[src/rtl/mul_pkg.sv]
package mul_pkg;
    typedef enum logic [1:0] {
        ST_IDLE = 2'd0,
        ST_LOOP = 2'd1,
        ST_NEG  = 2'd2,
        ST_DONE = 2'd3
    } mul_state_e;
endpackage

[src/rtl/mul_sign_prep.sv]
// Converts operands to magnitudes and derives the product sign.
module mul_sign_prep #(
    parameter int W = 32
) (
    input  logic [W-1:0] a,
    input  logic [W-1:0] b,
    input  logic         signed_mode,
    output logic [W-1:0] mag_a,
    output logic [W-1:0] mag_b,
    output logic         neg
);
    logic a_neg, b_neg;

    always_comb begin
        a_neg = signed_mode & a[W-1];
        b_neg = signed_mode & b[W-1];
        // The most negative value negates to itself, which reads as 2^(W-1) unsigned.
        mag_a = a_neg ? (~a + 1'b1) : a;
        mag_b = b_neg ? (~b + 1'b1) : b;
        neg   = a_neg ^ b_neg;
    end
endmodule

[src/rtl/mul_step.sv]
// One conditional add of the double-word multiplicand into the accumulator.
module mul_step #(
    parameter int W = 32
) (
    input  logic [W-1:0] acc_hi,
    input  logic [W-1:0] acc_lo,
    input  logic [W-1:0] mc_hi,
    input  logic [W-1:0] mc_lo,
    input  logic         add_en,
    output logic [W-1:0] sum_hi,
    output logic [W-1:0] sum_lo
);
    logic [W:0] lo_wide;

    always_comb begin
        lo_wide = {1'b0, acc_lo} + {1'b0, mc_lo};
        if (add_en) begin
            sum_lo = lo_wide[W-1:0];
            sum_hi = acc_hi + mc_hi + {{(W-1){1'b0}}, lo_wide[W]};
        end else begin
            sum_lo = acc_lo;
            sum_hi = acc_hi;
        end
    end
endmodule

[src/rtl/mul_negate.sv]
// Optional double-word two's complement built from two single-word increments.
module mul_negate #(
    parameter int W = 32
) (
    input  logic [W-1:0] in_hi,
    input  logic [W-1:0] in_lo,
    input  logic         en,
    output logic [W-1:0] out_hi,
    output logic [W-1:0] out_lo
);
    logic [W-1:0] inv_lo_inc;

    always_comb begin
        inv_lo_inc = ~in_lo + 1'b1;
        if (en) begin
            out_lo = inv_lo_inc;
            out_hi = (inv_lo_inc == '0) ? (~in_hi + 1'b1) : ~in_hi;
        end else begin
            out_lo = in_lo;
            out_hi = in_hi;
        end
    end
endmodule

[src/rtl/seq_mul.sv]
module seq_mul
    import mul_pkg::*;
#(
    parameter int W = 32
) (
    input  logic         clk,
    input  logic         rst_n,
    input  logic         start,
    input  logic         signed_mode,
    input  logic [W-1:0] op_a,
    input  logic [W-1:0] op_b,
    output logic [W-1:0] res_hi,
    output logic [W-1:0] res_lo,
    output logic         done
);
    localparam int CW = $clog2(W + 1);

    mul_state_e state_q, state_d;

    logic [W-1:0]  mplier_q;
    logic [W-1:0]  mc_hi_q, mc_lo_q;
    logic [W-1:0]  acc_hi_q, acc_lo_q;
    logic          neg_q;
    logic [W-1:0]  res_hi_q, res_lo_q;
    logic [CW-1:0] iter_q;

    logic [W-1:0]  mag_a, mag_b;
    logic          neg_in;
    logic [W-1:0]  sum_hi, sum_lo;
    logic [W-1:0]  fin_hi, fin_lo;
    logic          zero_in;
    logic          last_add;

    mul_sign_prep #(.W(W)) u_prep (
        .a           (op_a),
        .b           (op_b),
        .signed_mode (signed_mode),
        .mag_a       (mag_a),
        .mag_b       (mag_b),
        .neg         (neg_in)
    );

    mul_step #(.W(W)) u_step (
        .acc_hi (acc_hi_q),
        .acc_lo (acc_lo_q),
        .mc_hi  (mc_hi_q),
        .mc_lo  (mc_lo_q),
        .add_en (mplier_q[0]),
        .sum_hi (sum_hi),
        .sum_lo (sum_lo)
    );

    mul_negate #(.W(W)) u_neg (
        .in_hi  (acc_hi_q),
        .in_lo  (acc_lo_q),
        .en     (neg_q),
        .out_hi (fin_hi),
        .out_lo (fin_lo)
    );

    always_comb begin
        zero_in  = (op_a == '0) || (op_b == '0);
        last_add = mplier_q[0] && (mplier_q[W-1:1] == '0);
    end

    // Next-state selection
    always_comb begin
        state_d = state_q;
        unique case (state_q)
            ST_IDLE: if (start) state_d = zero_in ? ST_DONE : ST_LOOP;
            ST_LOOP: if (last_add) state_d = ST_NEG;
            ST_NEG:  state_d = ST_DONE;
            ST_DONE: state_d = ST_IDLE;
            default: state_d = ST_IDLE;
        endcase
    end

    // State register
    always_ff @(posedge clk) begin
        if (!rst_n) state_q <= ST_IDLE;
        else        state_q <= state_d;
    end

    // Datapath registers
    always_ff @(posedge clk) begin
        if (!rst_n) begin
            mplier_q <= '0;
            mc_hi_q  <= '0;
            mc_lo_q  <= '0;
            acc_hi_q <= '0;
            acc_lo_q <= '0;
            neg_q    <= 1'b0;
            res_hi_q <= '0;
            res_lo_q <= '0;
            iter_q   <= '0;
        end else begin
            unique case (state_q)
                ST_IDLE: begin
                    if (start) begin
                        iter_q <= '0;
                        if (zero_in) begin
                            res_hi_q <= '0;
                            res_lo_q <= '0;
                        end else begin
                            mplier_q <= mag_a;
                            mc_hi_q  <= '0;
                            mc_lo_q  <= mag_b;
                            acc_hi_q <= '0;
                            acc_lo_q <= '0;
                            neg_q    <= neg_in;
                        end
                    end
                end
                ST_LOOP: begin
                    acc_hi_q <= sum_hi;
                    acc_lo_q <= sum_lo;
                    {mc_hi_q, mc_lo_q} <= {mc_hi_q[W-2:0], mc_lo_q, 1'b0};
                    mplier_q <= mplier_q >> 1;
                    iter_q   <= iter_q + 1'b1;
                end
                ST_NEG: begin
                    res_hi_q <= fin_hi;
                    res_lo_q <= fin_lo;
                end
                ST_DONE: ;
                default: ;
            endcase
        end
    end

    // Outputs
    always_comb begin
        done   = (state_q == ST_DONE);
        res_hi = res_hi_q;
        res_lo = res_lo_q;
    end

    // single-cycle completion pulse
    a_r7_done_single: assert property (@(posedge clk) disable iff (!rst_n)
        done |=> !done);

    // result words move only together with the completion pulse
    a_r7_result_hold: assert property (@(posedge clk) disable iff (!rst_n)
        !done |-> ($stable(res_hi) && $stable(res_lo)));

    // zero operand short-cuts to a cleared result
    a_r2_zero_short: assert property (@(posedge clk) disable iff (!rst_n)
        (state_q == ST_IDLE && start && zero_in) |=> (done && res_hi == '0 && res_lo == '0));

    // loop iteration bound
    a_r6_iter_bound: assert property (@(posedge clk) disable iff (!rst_n)
        (state_q == ST_LOOP) |-> (iter_q < CW'(W)));

    // a busy request cannot restart the operation
    a_r8_busy_ignored: assert property (@(posedge clk) disable iff (!rst_n)
        (state_q == ST_LOOP && start && !last_add) |=> (state_q == ST_LOOP));

    // outputs idle while reset is held
    always_ff @(posedge clk) begin
        if (!rst_n) a_r1_reset_idle: assert (!done);
    end
endmodule

[config.mk]
export PLATFORM = sky130hd
export DESIGN_NAME = seq_mul
export DESIGN_NICKNAME = d
export VERILOG_FILES = /design/src/rtl/mul_pkg.sv /design/src/rtl/mul_sign_prep.sv /design/src/rtl/mul_step.sv /design/src/rtl/mul_negate.sv /design/src/rtl/seq_mul.sv
export SDC_FILE = /design/constraint.sdc
export NUM_CORES = 1
export LEC_CHECK = 0
export ABC_AREA = 1
export ABC_CLOCK_PERIOD_IN_PS = 4200
export BUFFER_PORTS_ARGS = -buffer_cell sky130_fd_sc_hd__buf_2
export CAP_MARGIN = 30
export CORE_MARGIN = 1
export CORE_UTILIZATION = 50
export CTS_CLUSTER_DIAMETER = 100
export CTS_CLUSTER_SIZE = 14
export DETAILED_ROUTE_END_ITERATION = 6
export PLACE_DENSITY = 0.79
export SYNTH_ARGS = -nofsm -noshare
export SYNTH_HDL_FRONTEND = slang
export SYNTH_SLANG_ARGS = --single-unit
[constraint.sdc]
create_clock -name clk -period 4.2 [get_ports clk]
set_input_delay 1.26 -clock clk [delete_from_list [all_inputs] [get_ports clk]]
set_output_delay 1.26 -clock clk [all_outputs]
set_load 0.005 [all_outputs]
# After elaboration in Yosys (flattened, before gate mapping)
# Index checks and enable logic that the tools add are counted.
[classes] n_mux=26 n_reduce_logical=14 n_eq_ne=8 bitwise_logic=8 addsub=7
[ops] operator="2-to-1 mux 32 bit" n=15
[ops] operator="one-hot mux 32 bit (2 select lines)" n=7
[ops] operator="adder 32 x 1 -> 32 bit, second input constant" n=4
[ops] operator="NOT 32 bit" n=4
[ops] operator="zero test 32 bit" n=3
[ops] operator="adder 32 x 32 -> 33 bit" n=1
[ops] operator="adder 32 x 1 -> 32 bit" n=1
[ops] operator="adder 32 bit" n=1
[ops] operator="zero test 31 bit" n=1
[ops] operator="!= test 2 bit, second input constant" n=5
[ops] operator="AND reduction 3 bit" n=3
[ops] operator="one-hot mux 2 bit (4 select lines)" n=1
[ops] operator="2-to-1 mux 2 bit" n=3
[ops] operator="equality test 2 bit, second input constant" n=2
[ops] operator="AND reduction 4 bit" n=1
[ops] operator="nonzero test 2 bit" n=2
[ops] operator="AND 1 bit" n=2
[ops] operator="equality test 2 x 1 -> 1 bit, second input constant" n=1
[ops] operator="zero test 2 bit" n=1
[ops] operator="AND reduction 2 bit" n=1
[ops] operator="logical AND 1 bit" n=1
[ops] operator="logical OR 1 bit" n=1
[ops] operator="NOT 1 bit" n=1
[ops] operator="bitwise XOR 1 bit" n=1
[totals] out_inout_bits=65 inputBits=68 wordCells=72 ff_bits=227

# Logic depth before layout (Yosys ltp)
# Gate-level depths: netlist (run 1).
[depth] ltp_word=6 depth_mapped=26 ltp_nobuf=26

# Hierarchy
# A second synthesis (run 1) with hierarchy kept.
[unflattened] cells_unflattened=4000 area_unflattened_um2=22135.0
[modules_own_cells] mod="seq_mul" n_inst=1 cells_each=1663 area_each_um2=11029.3
[modules_own_cells] mod="mul_step" n_inst=1 cells_each=1166 area_each_um2=5520.3
[modules_own_cells] mod="mul_negate" n_inst=1 cells_each=714 area_each_um2=3419.5
[modules_own_cells] mod="mul_sign_prep" n_inst=1 cells_each=457 area_each_um2=2165.8

# Worst setup path before layout (run 1)
# OpenSTA, ideal clock, no wires.
[synth_path] kind="reg2reg" startpoint="register acc_lo_q[0]" endpoint="register acc_hi_q[29]" setup_slack_ps=591 setup_ps=70 stages_incl_launch_ff=27 synth_period_minus_slack_ps=3609 required_ps=4130 t_arrival_ps=3539 path_cell_list="dfxtp_1 -> ha_1 -> inv_1 -> fa_1 -> inv_1 -> nand2_1 -> a21oi_1 -> a21oi_1 -> o21ai_0 -> nand4_1 -> nand2_1 -> nand4_1 -> nand2_1 -> fa_1 -> nand3_1 -> nand3_1 -> a21oi_1 -> o21ai_0 -> nand2_1 -> nand2_1 -> nand2_1 -> nand2_1 -> nand2_1 -> nand2_1 -> xor2_1 -> nand2_1 -> a21oi_1"
[synth_between] elab_chain_cells=4
[synth_rtl] item="start, declared" line="seq_mul.sv:22" source="logic [W-1:0] acc_hi_q, acc_lo_q;"
[synth_rtl] item="start signal, assigned" line="seq_mul.sv:116" source="acc_lo_q <= sum_lo;"
[synth_rtl] item="adder 32 x 32 -> 33 bit" line="mul_step.sv:16" source="lo_wide = {1'b0, acc_lo} + {1'b0, mc_lo};"
[synth_rtl] item="adder 32 x 1 -> 32 bit" line="mul_step.sv:19" source="sum_hi = acc_hi + mc_hi + {{(W-1){1'b0}}, lo_wide[W]};"
[synth_rtl] item="2-to-1 mux 32 bit" line="mul_step.sv:17" source="if (add_en) begin"
[synth_rtl] item="one-hot mux 32 bit (2 select lines)" line="seq_mul.sv:97" source="unique case (state_q)"
[synth_rtl] item="end signal, assigned" line="seq_mul.sv:115" source="acc_hi_q <= sum_hi;"
[synth_rtl] item="end, declared" line="seq_mul.sv:22"
# Every way passes these cells. The select of a mux whose other input is x is not followed.
# A chain may end at the register's enable or synchronous reset.

# Worst setup path in the final report (run 1)
[layout_path] startpoint="register acc_lo_q[13]" endpoint="register acc_hi_q[24]"
# Same word-level chain as after synthesis.

==> key figures, run 1 <==
Yosys
  – Mapped Area: 15820 um^2
  – Number of flops mapped to enable cells by yosys: 0
  – Syn nets: between 2000 and 3000
  – Post-synthesis register bit count: ~230
  – Cell count after synthesis: 2483
  – Synth unique cells: 51
  – Syn avg cell area: 6.373 um^2
  – Post-synthesis async set-or-reset flop share: 0%
  – Seq/Total Area, Yosys: roughly 29%
  – Ys Warns: 0
  – Primary FF master, synth: dfxtp_1

Routing
  – DR WL/cell: ~16 um
  – Drt drc: 12
  – DR iter-0 viols: 1371
  – Drt via density: 5.621
  – DR vias: 16650
  – Final WL: around 46 mm
  – Number of routed nets with antenna violations: 0
  – Drt pass-1 iters: 7

STA
  – Setup Viol. Count Final: 0
  – Worst slew pin tran: 0.8898 ns
  – Final hold violations: 0
  – Final Max Tran Viols: 0
  – Rel. slew slack: 40.68%
  – Clock skew: 0.01626 ns
  – Final hold slack: 0.4598 ns
  – Final min period: between 3 and 4 ns
  – RSZ-0062 raised after global routing: false
  – Maximum clock rate: 256.4 MHz
  – Final critical-path share of the clock period: 92.86%
  – Setup TNS: 0 ns

Die
  – Die Y: 179.9 um
  – Initial Utilization: 51.33%
  – Die Footprint: 32360 um^2
  – Top Ports: 133
  – Die W: ~180 um
  – Core region area: between 30000 and 40000 um^2
  – Row count: 64

Run status
  – Outcome: finished, violations left
  – Failing checks: DRC

Job
  – Max Cap Violations: 0

Setup path
  – Crit path capture type: flip-flop
  – Critical Path AT: ~4.3 ns
  – Setup CP Type: reg -> reg
  – CP startpoint kind: flip-flop
  – CP Max Fanout: 7
  – Worst EP required: 4.58 ns

Clock tree
  – Root Buffer: clkbuf_16
  – Worst-path clk slew: 0.07 ns
  – Htree depth: 1
  – CTS tree: done
  – CTS Buf Count: 20
  – Clk buf depth: 3
  – TritonCTS Sinks: approximately 230
  – Clock Latency Late Sink: 0.52 ns
  – Cts hold-fix bufs: 0

Power
  – Pwr/cell area: 510.1 nW/um^2
  – Leak: ~0.008 uW
  – Worst vdd ir: approximately 320 uV

Global route
  – First-pass GRT wire length: 76.36 mm
  – GRT Total Usage: 28.28%
  – Number of global-route vias before repair: ~15000
  – Congestion Overflow GR: 0
  – Initial antenna violation count: 4
  – Largest net degree at the start of global routing: 83

Min path
  – Type of the worst min-delay path: reg -> reg

Placement
  – Routability cong.: 0.9255
  – Port bufs: 132
  – HPWL after detailed placement: 34.83 mm

Finish
  – Fill cell count: 3042
  – Layout cells sized above 1: between 10% and 20%
  – Final #Nets: about 2700
  – Area growth, synth to finish: 10.05%
cells in the mapped netlist, drive strengths merged (2+ instances only):
master  count  area [um^2]
nand2     609         2326
nor2      314         1275
a21oi     311         1556
dfxtp     227         4544
inv       194        728.2
o21ai     168        848.3
nand3     165        843.3
clkbuf     83        311.6
ha         71        888.4
xor2       65        569.3
o211ai     42        315.3
nand4      29        181.4
a22oi      27        202.7
buf        27        157.6
nor3       26        130.1
a31oi      20        125.1
xnor2      18        157.7
nand3b     13        97.59
or2        13        81.33
a21o       12        90.09
nor4       11        68.82
o31ai       7        52.55
o21a        5        37.54
a21boi      4        30.03
fa          3        60.06
o21bai      3        22.52
o221ai      3        26.28
a211oi      2        15.01
clkinv      2        7.510
kinds of logic (layout without fill, tap and decap cells):
logic type | after synthesis | after routing | synth area share (%)
compound gates | 611 | 611 | 21.37
xor+xnor | 83 | 83 | 4.594
fa+ha+maj | 74 | 74 | 5.994
buf+inv | 306 | 387 | 7.614
flops | 227 | 227 | 28.72
other cells | 0 | 1 | 0
simple gates | 1182 | 1182 | 31.71
area by class of cell:
type | instances | area, um^2 | share of cell area [%]
Sequential cell | 227 | 4553 | 26.15
Timing Repair Buffer | 168 | 968.4 | 5.561
Clock inverter | 1 | 11.26 | 0.06466
Tap cell | 396 | 495.5 | 2.845
Antenna cell | 1 | 2.502 | 0.01437
Clock buffer | 22 | 539.3 | 3.097
Multi-Input combinational cell | 1950 | 10110 | 58.03
Inverter | 196 | 738.2 | 4.239
state kept, by name (all words and copies together) (netlist names):
name / cells
acc_hi_q: 32
acc_lo_q: 32
mc_hi_q: 32
mc_lo_q: 32
mplier_q: 32
res_hi: 32
res_lo: 32
state_q: 2
neg_q: 1
per-stage QoR:
stage / total power, uW / cell area, um^2 / std cells / worst slack, ns / util, %
2_1_floorplan: 6089 / 15820 / 2483 / 0.5906 / -
3_3_place_gp: 7022 / 16840 / 2937 / 0.2384 / 54.63
3_5_place_dp: 7119 / 16840 / 2937 / 0.09298 / 54.63
4_1_cts: 8861 / 17390 / 2960 / 0.07825 / 56.42
5_1_grt: 9551 / 17410 / 2961 / 0.001990 / 56.49
6_report: 8883 / 17410 / 2961 / 0.2997 / 56.49
layout by cell type (no fill, tap or decap), drive strengths merged, types with 4 or more instances in the layout:
master,instances
a31oi,20
o31ai,7
nand3b,13
a21boi,4
nor2,314
or2,13
a21o,12
o21a,5
xnor2,18
o21ai,168
a21oi,311
nor3,26
o211ai,42
nand3,165
inv,196
xor2,65
clkbuf,22
a22oi,27
dfxtp,227
nand4,29
nand2,609
buf,168
nor4,11
ha,71
report_power, final:
group          leakage, uW  internal (uW)  switching [uW]
Sequential         0.00185           2610             447
Clock             0.000272            905             826
Combinational      0.00606           1340            2750
path summary, 6_finish.rpt:
path / slack [ns] / endpoint / start / cells past startpoint
worst max-delay path: 0.30 / acc_hi_q[24] / acc_lo_q[13] / 22
worst min-delay path: 0.46 / res_lo[6] / res_lo[6] / 2
worst max register to register: 0.30 / acc_hi_q[24] / acc_lo_q[13] / 22
worst min register to register: 0.46 / res_lo[6] / res_lo[6] / 2
critical path, stage by stage, from the launching register on:
cell	delay [ns]
dfxtp_2	0.37
ha_1	0.38
a21oi_1	0.23
o21ai_0	0.14
nand2_1	0.08
nand2_1	0.06
a211oi_1	0.19
nand2_1	0.15
nand4_1	0.10
nand2_1	0.07
fa_1	0.41
fa_1	0.43
nand3_1	0.09
nand2_1	0.13
a21oi_2	0.18
o21ai_0	0.13
nand2_1	0.09
nand2_1	0.07
nand2_1	0.06
nand2_1	0.05
xor2_1	0.14
a22oi_1	0.14
nor2_1	0.06
metal layers:
| layer | part of all wire (%) | track usage (%) |
|---|---|---|
| met5 | 0.043 | 0 |
| met3 | 7.7 | 4.092 |
| met1 | 47 | 39.69 |
| met4 | 2.2 | 7.379 |
| met2 | 43 | 45.20 |
what timing repair did:
action / CTS / global route
resized for setup: 0 / 12
endpoints found under the hold margin: 0 / 0
setup buffers: 0 / 0
endpoints found under the setup margin: 0 / 14
Power figures use the tool's default switching activity.
==> inputs of run 2 (changes only) <==
PLACE_DENSITY = 0.7   (was 0.79)
==> key figures, run 2 (synthesis gave the netlist of run 1 again) <==
Setup path
  – CP max-delay cell: fa_1
  – Setup crit start: mc_lo_q[7]
  – Critical Path AT: about 4.3 ns
  – Setup CP Type: reg -> reg
  – Crit path capture type: flip-flop
  – Cell mode on critical path: nand2_1
  – R2R Setup Slk: slightly above 0.3 ns
  – RR Startpoint: mc_lo_q[7]
  – Largest stage delay, worst path: 0.41 ns
  – CP startpoint kind: flip-flop
  – Worst-case reg-to-reg path depth: 23
  – CP Max Fanout: 5
  – Critical path, cell by cell: ha_1, a21oi_1, o21ai_0, a21oi_1, o21ai_0, buf_4, nand4_1, nand2_1, nand4_1, nand2_1, fa_1, fa_2, nand3_1, nand2_1, a21oi_2, o21ai_2, nand2_1, nand2_1, nand2_1, nand2_1, xor2_1, a22oi_1, nor2_1
  – Worst EP required: 4.59 ns
  – Worst reg2reg path endpoint: acc_hi_q[24]
  – Critical path endpoint: acc_hi_q[24]

Routing
  – DR iter-0 viols: 1572
  – Number of routed nets with antenna violations: 0
  – Met1 WL: about 22 mm
  – Final WL: 44.92 mm
  – Drt drc: 33
  – Drt pass-1 iters: 7
  – Uppermost layer routed: met5
  – Met3 WL post-DR: 3.451 mm
  – DR WL/cell: 15.17 um
  – DR vias: 16500
  – DR WL met2: 18.96 mm
  – Drt via density: 5.574

STA
  – Final Max Tran Viols: 0
  – Clock skew: 0.01543 ns
  – Setup TNS: 0 ns
  – Final min period: 3.898 ns
  – RSZ-0062 raised after global routing: false
  – Worst slew pin tran: 0.8303 ns
  – Maximum clock rate: about 260 MHz
  – Rel. slew slack: 44.65%
  – Final hold violations: 0
  – Setup Viol. Count Final: 0
  – Final critical-path share of the clock period: between 90 and 100%
  – Final hold slack: 0.4597 ns

Min path
  – Type of the worst min-delay path: reg -> reg
  – Min-delay src: res_lo[6]

Clock tree
  – CTS Buf Count: 20
  – Root Buffer: clkbuf_16
  – Worst-path clk slew: 0.08 ns
  – Cts hold-fix bufs: 0
  – TritonCTS Sinks: 227
  – Clock Latency Late Sink: between 0.5 and 0.6 ns
  – CTS tree: done
  – Htree depth: 1
  – Clk buf depth: 3

Run status
  – Outcome: finished, violations left
  – Failing checks: DRC

Finish
  – Final #Nets: between 2000 and 3000
  – Commonest non-fill, non-tap cells in the layout: nand2_1 (596), a21oi_1 (309), nor2_1 (297), dfxtp_1 (222), inv_1 (189)
  – Layout cells sized above 1: under 10%
  – Area growth, synth to finish: 10.17%
  – Most common cell after layout, fill and taps aside: nand2_1
  – Post-route insts no fill: roughly 3000
  – Post-route cell area: around 17000 um^2

Global route
  – Number of global-route vias before repair: 14930
  – First-pass GRT wire length: around 74 mm
  – Largest net degree at the start of global routing: just over 80
  – Initial antenna violation count: 3
  – Congestion Overflow GR: 0
  – GRT Total Usage: 27.42%

Placement
  – Cell total after placement: 2937
  – Placed inst area: between 15000 and 20000 um^2
  – Routability cong.: roughly 0.96
  – HPWL after detailed placement: 33.76 mm
  – Port bufs: 132

Die
  – Die Footprint: between 30000 and 40000 um^2
  – Core region area: 30830 um^2
  – Die W: approximately 180 um
  – Row count: 64
  – Top Ports: 133
  – Die Y: 179.9 um
  – Initial Utilization: 51.33%

Power
  – Pwr/cell area: 507.5 nW/um^2
  – Net switching power: 4002 uW
  – Worst vdd ir: 344.8 uV
  – Seq pwr share: between 30% and 40%
  – Leak: slightly above 0.008 uW
  – Combinational share of power: 45.8%
  – Clock share of power: 19.3%
  – Pint: slightly below 5000 uW
  – Sw Ratio: 45.23%

Job
  – Max Cap Violations: 0
## run 2: changes by cell type in the layout (fill, tap and decap cells not counted), sizes merged
| cell | change |
|---|---|
| diode | +1 |
| clkbuf | -1 |
| inv | -1 |
| clkinv | +1 |
## run 2: what timing repair did
item / in CTS / in global routing
hold endpoints to repair: 0 / 0
resized for setup: 0 / 10
buffers inserted: 0 / 0
setup endpoints to repair: 0 / 10
## run 2: power groups by stage
stage	clock, uW	combinational (uW)	sequential [uW]
after global placement	0	3950	3100
after detailed placement	0	4010	3110
after floorplan	0	3170	2920
after global routing	1830	4570	3150
after CTS	1740	4020	3070
final	1710	4050	3090
## run 2: per-stage QoR
step,power (uW),setup WS (ns),util [%]
after global routing,9545,0.02142,56.54
after global placement,7053,0.2709,54.71
after floorplan,6089,0.5906,-
after CTS,8833,0.1307,56.47
after detailed placement,7115,0.1312,54.71
final,8847,0.3025,56.55
## run 2: routing by layer
layer  track usage (%)  vias up
met5                 0        -
met2             42.82      542
met1             39.05     7400
li1                  -     8497
met3             4.903       63
met4             6.276        2
## run 2: worst max-delay path: cells and delay by family (launching register included)
family | cells | cell delay, ns
AO/OA/AOI/OAI | 7 | 1.08
XOR/XNOR | 1 | 0.14
adder cells (fa/ha/maj) | 3 | 1.16
buffers and inverters | 1 | 0.16
flip-flops | 1 | 0.33
AND/OR/NAND/NOR | 11 | 0.90
## run 2: layout make-up
| class | instances | area (um^2) |
|---|---|---|
| antenna | 2 | 5.005 |
| clock buffer | 21 | 525.5 |
| clock inverter | 1 | 16.27 |
| fill | 3050 | 13400 |
| inverter | 196 | 738.2 |
| multi-input combinational | 1950 | 10110 |
| sequential | 227 | 4551 |
| tap | 396 | 495.5 |
| timing repair buffer | 168 | 993.5 |
## run 2: how the worst min path moves through the flow
stage          slack, ns  cells past startpoint           to
2_1_floorplan       0.45                      2  mplier_q[6]
3_3_place_gp        0.45                      2    res_lo[0]
3_5_place_dp        0.45                      2   res_hi[12]
4_1_cts             0.46                      2   res_hi[12]
5_1_grt             0.48                      2   res_hi[23]
6_report            0.46                      2    res_lo[6]
==> inputs of run 3 (changes only) <==
CTS_CLUSTER_DIAMETER = 50   (was 100)
PLACE_DENSITY = 0.68   (was 0.7)
SYNTH_HIERARCHICAL = 1   (was not set)
==> key figures, run 3 <==
Setup path
  – Setup crit start: acc_lo_q[0]
  – Largest stage delay, worst path: 0.41 ns
  – Crit path capture type: flip-flop
  – CP Max Fanout: 5
  – CP max-delay cell: fa_1
  – Worst EP required: 4.64 ns
  – R2R Setup Slk: 0.39 ns
  – Cell mode on critical path: nand2_1
  – Setup CP Type: reg -> reg
  – Worst reg2reg path endpoint: acc_hi_q[28]
  – RR Startpoint: acc_lo_q[0]
  – Worst-case reg-to-reg path depth: 25
  – CP startpoint kind: flip-flop
  – Critical Path AT: 4.25 ns

Global route
  – Most Used Layer, Global Route: met2
  – Congestion Overflow GR: 0
  – Met1 track demand over resource: 42.24%
  – GRT Total Usage: 29.97%
  – Number of global-route vias before repair: 21340
  – Initial antenna violation count: 0
  – M3 GR Usage: 3.663%
  – Largest net degree at the start of global routing: 154
  – First-pass GRT wire length: 110.5 mm
  – Met2 GRT Util: 47.26%

Clock tree
  – CTS Buf Count: 34
  – Htree depth: 2
  – CTS resizes: 0
  – Clk buf depth: 3
  – CTS tree: done
  – Post-CTS Setup Inserts: 0
  – Worst-path clk slew: 0.06 ns
  – Clock Latency Late Sink: 0.55 ns
  – TritonCTS Sinks: 227
  – Root Buffer: clkbuf_16
  – Cts hold-fix bufs: 0

Yosys
  – Synth unique cells: between 40 and 50
  – Most frequent cell after synthesis: nand2_1
  – Post-synthesis register bit count: roughly 230
  – Syn avg cell area: 5.534 um^2
  – Ys Warns: 6
  – Syn nets: 4143
  – Mapped Area: 22130 um^2
  – Post-synth top area share: 24.27%
  – Top post-synthesis cells by count: nand2_1 (1431), nor2_1 (718), inv_1 (393), dfxtp_1 (227), nand3_1 (223)
  – Cell taking the most area after synthesis: nand2_1
  – Seq/Total Area, Yosys: 20.53%
  – Cell count after synthesis: 4000
  – Primary FF master, synth: dfxtp_1
  – Number of flops mapped to enable cells by yosys: 0
  – Post-synthesis async set-or-reset flop share: 0%
  – Top cells by area, synth: nand2_1 (24%), dfxtp_1 (21%), nor2_1 (12%)

Power
  – Net switching power: 7912 uW
  – Pint: 7504 uW
  – Worst vdd ir: 834.5 uV
  – Sw Ratio: 51.32%
  – Clock share of power: 18.0%
  – Seq pwr share: 23.1%
  – Combinational share of power: 58.9%
  – Leak: 0.01241 uW
  – Pwr/cell area: ~640 nW/um^2

STA
  – Setup Viol. Count Final: 0
  – Final min period: 3.809 ns
  – Final hold slack: 0.4699 ns
  – Final hold violations: 0
  – Worst slew pin tran: 0.9178 ns
  – Clock skew: 0.02507 ns
  – Final critical-path share of the clock period: 90.69%
  – Setup TNS: 0 ns
  – Final Max Tran Viols: 0
  – Maximum clock rate: 262.5 MHz
  – Rel. slew slack: 38.81%
  – RSZ-0062 raised after global routing: false

Routing
  – Drt via density: 5.218
  – DR vias: 24120
  – Number of routed nets with antenna violations: 0
  – DR WL/cell: 14.65 um
  – DR iter-0 viols: roughly 2100
  – Final WL: 67.72 mm
  – Drt drc: 5
  – Drt pass-1 iters: 7

Finish
  – Most common cell after layout, fill and taps aside: nand2_1
  – Layout cells sized above 1: 9.116%
  – Post-route cell area: 24130 um^2
  – Post-route insts no fill: ~4600
  – Inserted Diodes: 0
  – Final #Nets: 4155
  – Commonest non-fill, non-tap cells in the layout: nand2_1 (1430), nor2_1 (716), inv_1 (391), dfxtp_1 (225), nand3_1 (222)
  – Util after Layout: 55.66%
  – Area growth, synth to finish: 9.027%

Placement
  – Placed inst area: about 23000 um^2
  – Routability cong.: 0.9476
  – Port bufs: 132
  – Cell total after placement: 4561
  – HPWL after detailed placement: approximately 49 mm

Job
  – Max Cap Violations: 0

Die
  – Die Footprint: 45120 um^2
  – Row count: 76
  – Initial Utilization: 51.05%
  – Die W: approximately 210 um
  – Top Ports: 133
  – Core region area: 43360 um^2
  – Die Y: 212.4 um

Min path
  – Min-delay src: mplier_q[6]
  – Type of the worst min-delay path: reg -> reg
  – Hold endpoint: mplier_q[6]
  – Hold Path Stages: 2

Run status
  – Outcome: finished, violations left
  – Failing checks: DRC
## run 3: metrics by stage
| step | total power, uW | setup slack (ns) |
|---|---|---|
| final | 15420 | 0.3910 |
| after global routing | 16850 | 0.05921 |
| after CTS | 15390 | 0.3309 |
| after detailed placement | 12540 | 0.3277 |
| after global placement | 12510 | 0.4183 |
| after floorplan | 10390 | 0.9513 |
## run 3: power groups by stage
stage               Combinational (uW)  Sequential, uW  Clock [uW]
floorplan                         7050            3340           0
global placement                  8950            3560           0
detailed placement                8960            3590           0
CTS                               9010            3550        2840
global route                     10300            3660        2920
finish                            9080            3560        2780
## run 3: final cells by class
type	count	area, um^2
fillers	4740	19230
clock inverters	25	231.5
multi-input cells	3177	15160
flip-flops and latches	227	4547
clock buffers	36	878.3
well taps	585	732.0
repair buffers	169	1057
inverters	403	1523
## run 3: cells by family after synthesis
group / synth area share (%)
and+or+nand+nor: 52.48
buffers and inverters: 11.16
AOI/OAI and AO/OA: 5.760
DFF: 20.53
xor gates and xnor gates: 3.284
adders and majority gates: 4.341
muxes: 2.442
## run 3: how the worst max path moves through the flow
stage	endpoint	slack, ns
2_1_floorplan	acc_hi_q[28]	0.95
3_3_place_gp	acc_hi_q[28]	0.42
3_5_place_dp	acc_hi_q[28]	0.33
4_1_cts	acc_hi_q[28]	0.33
5_1_grt	acc_hi_q[28]	0.06
6_report	acc_hi_q[28]	0.39
## run 3: critical path, delay by kind of cell (launching register included)
family,cells,cell delay (ns)
buffers and inverters,1,0.12
AND/OR/NAND/NOR,19,1.77
flip-flops,1,0.40
AO/OA/AOI/OAI,1,0.10
adder cells (fa/ha/maj),4,1.29
## run 3: routing by layer
metal	part of all wire (%)	vias up
met5	0	-
met4	2.5	0
met3	5.6	99
met2	44	658
met1	48	10720
li1	-	12640
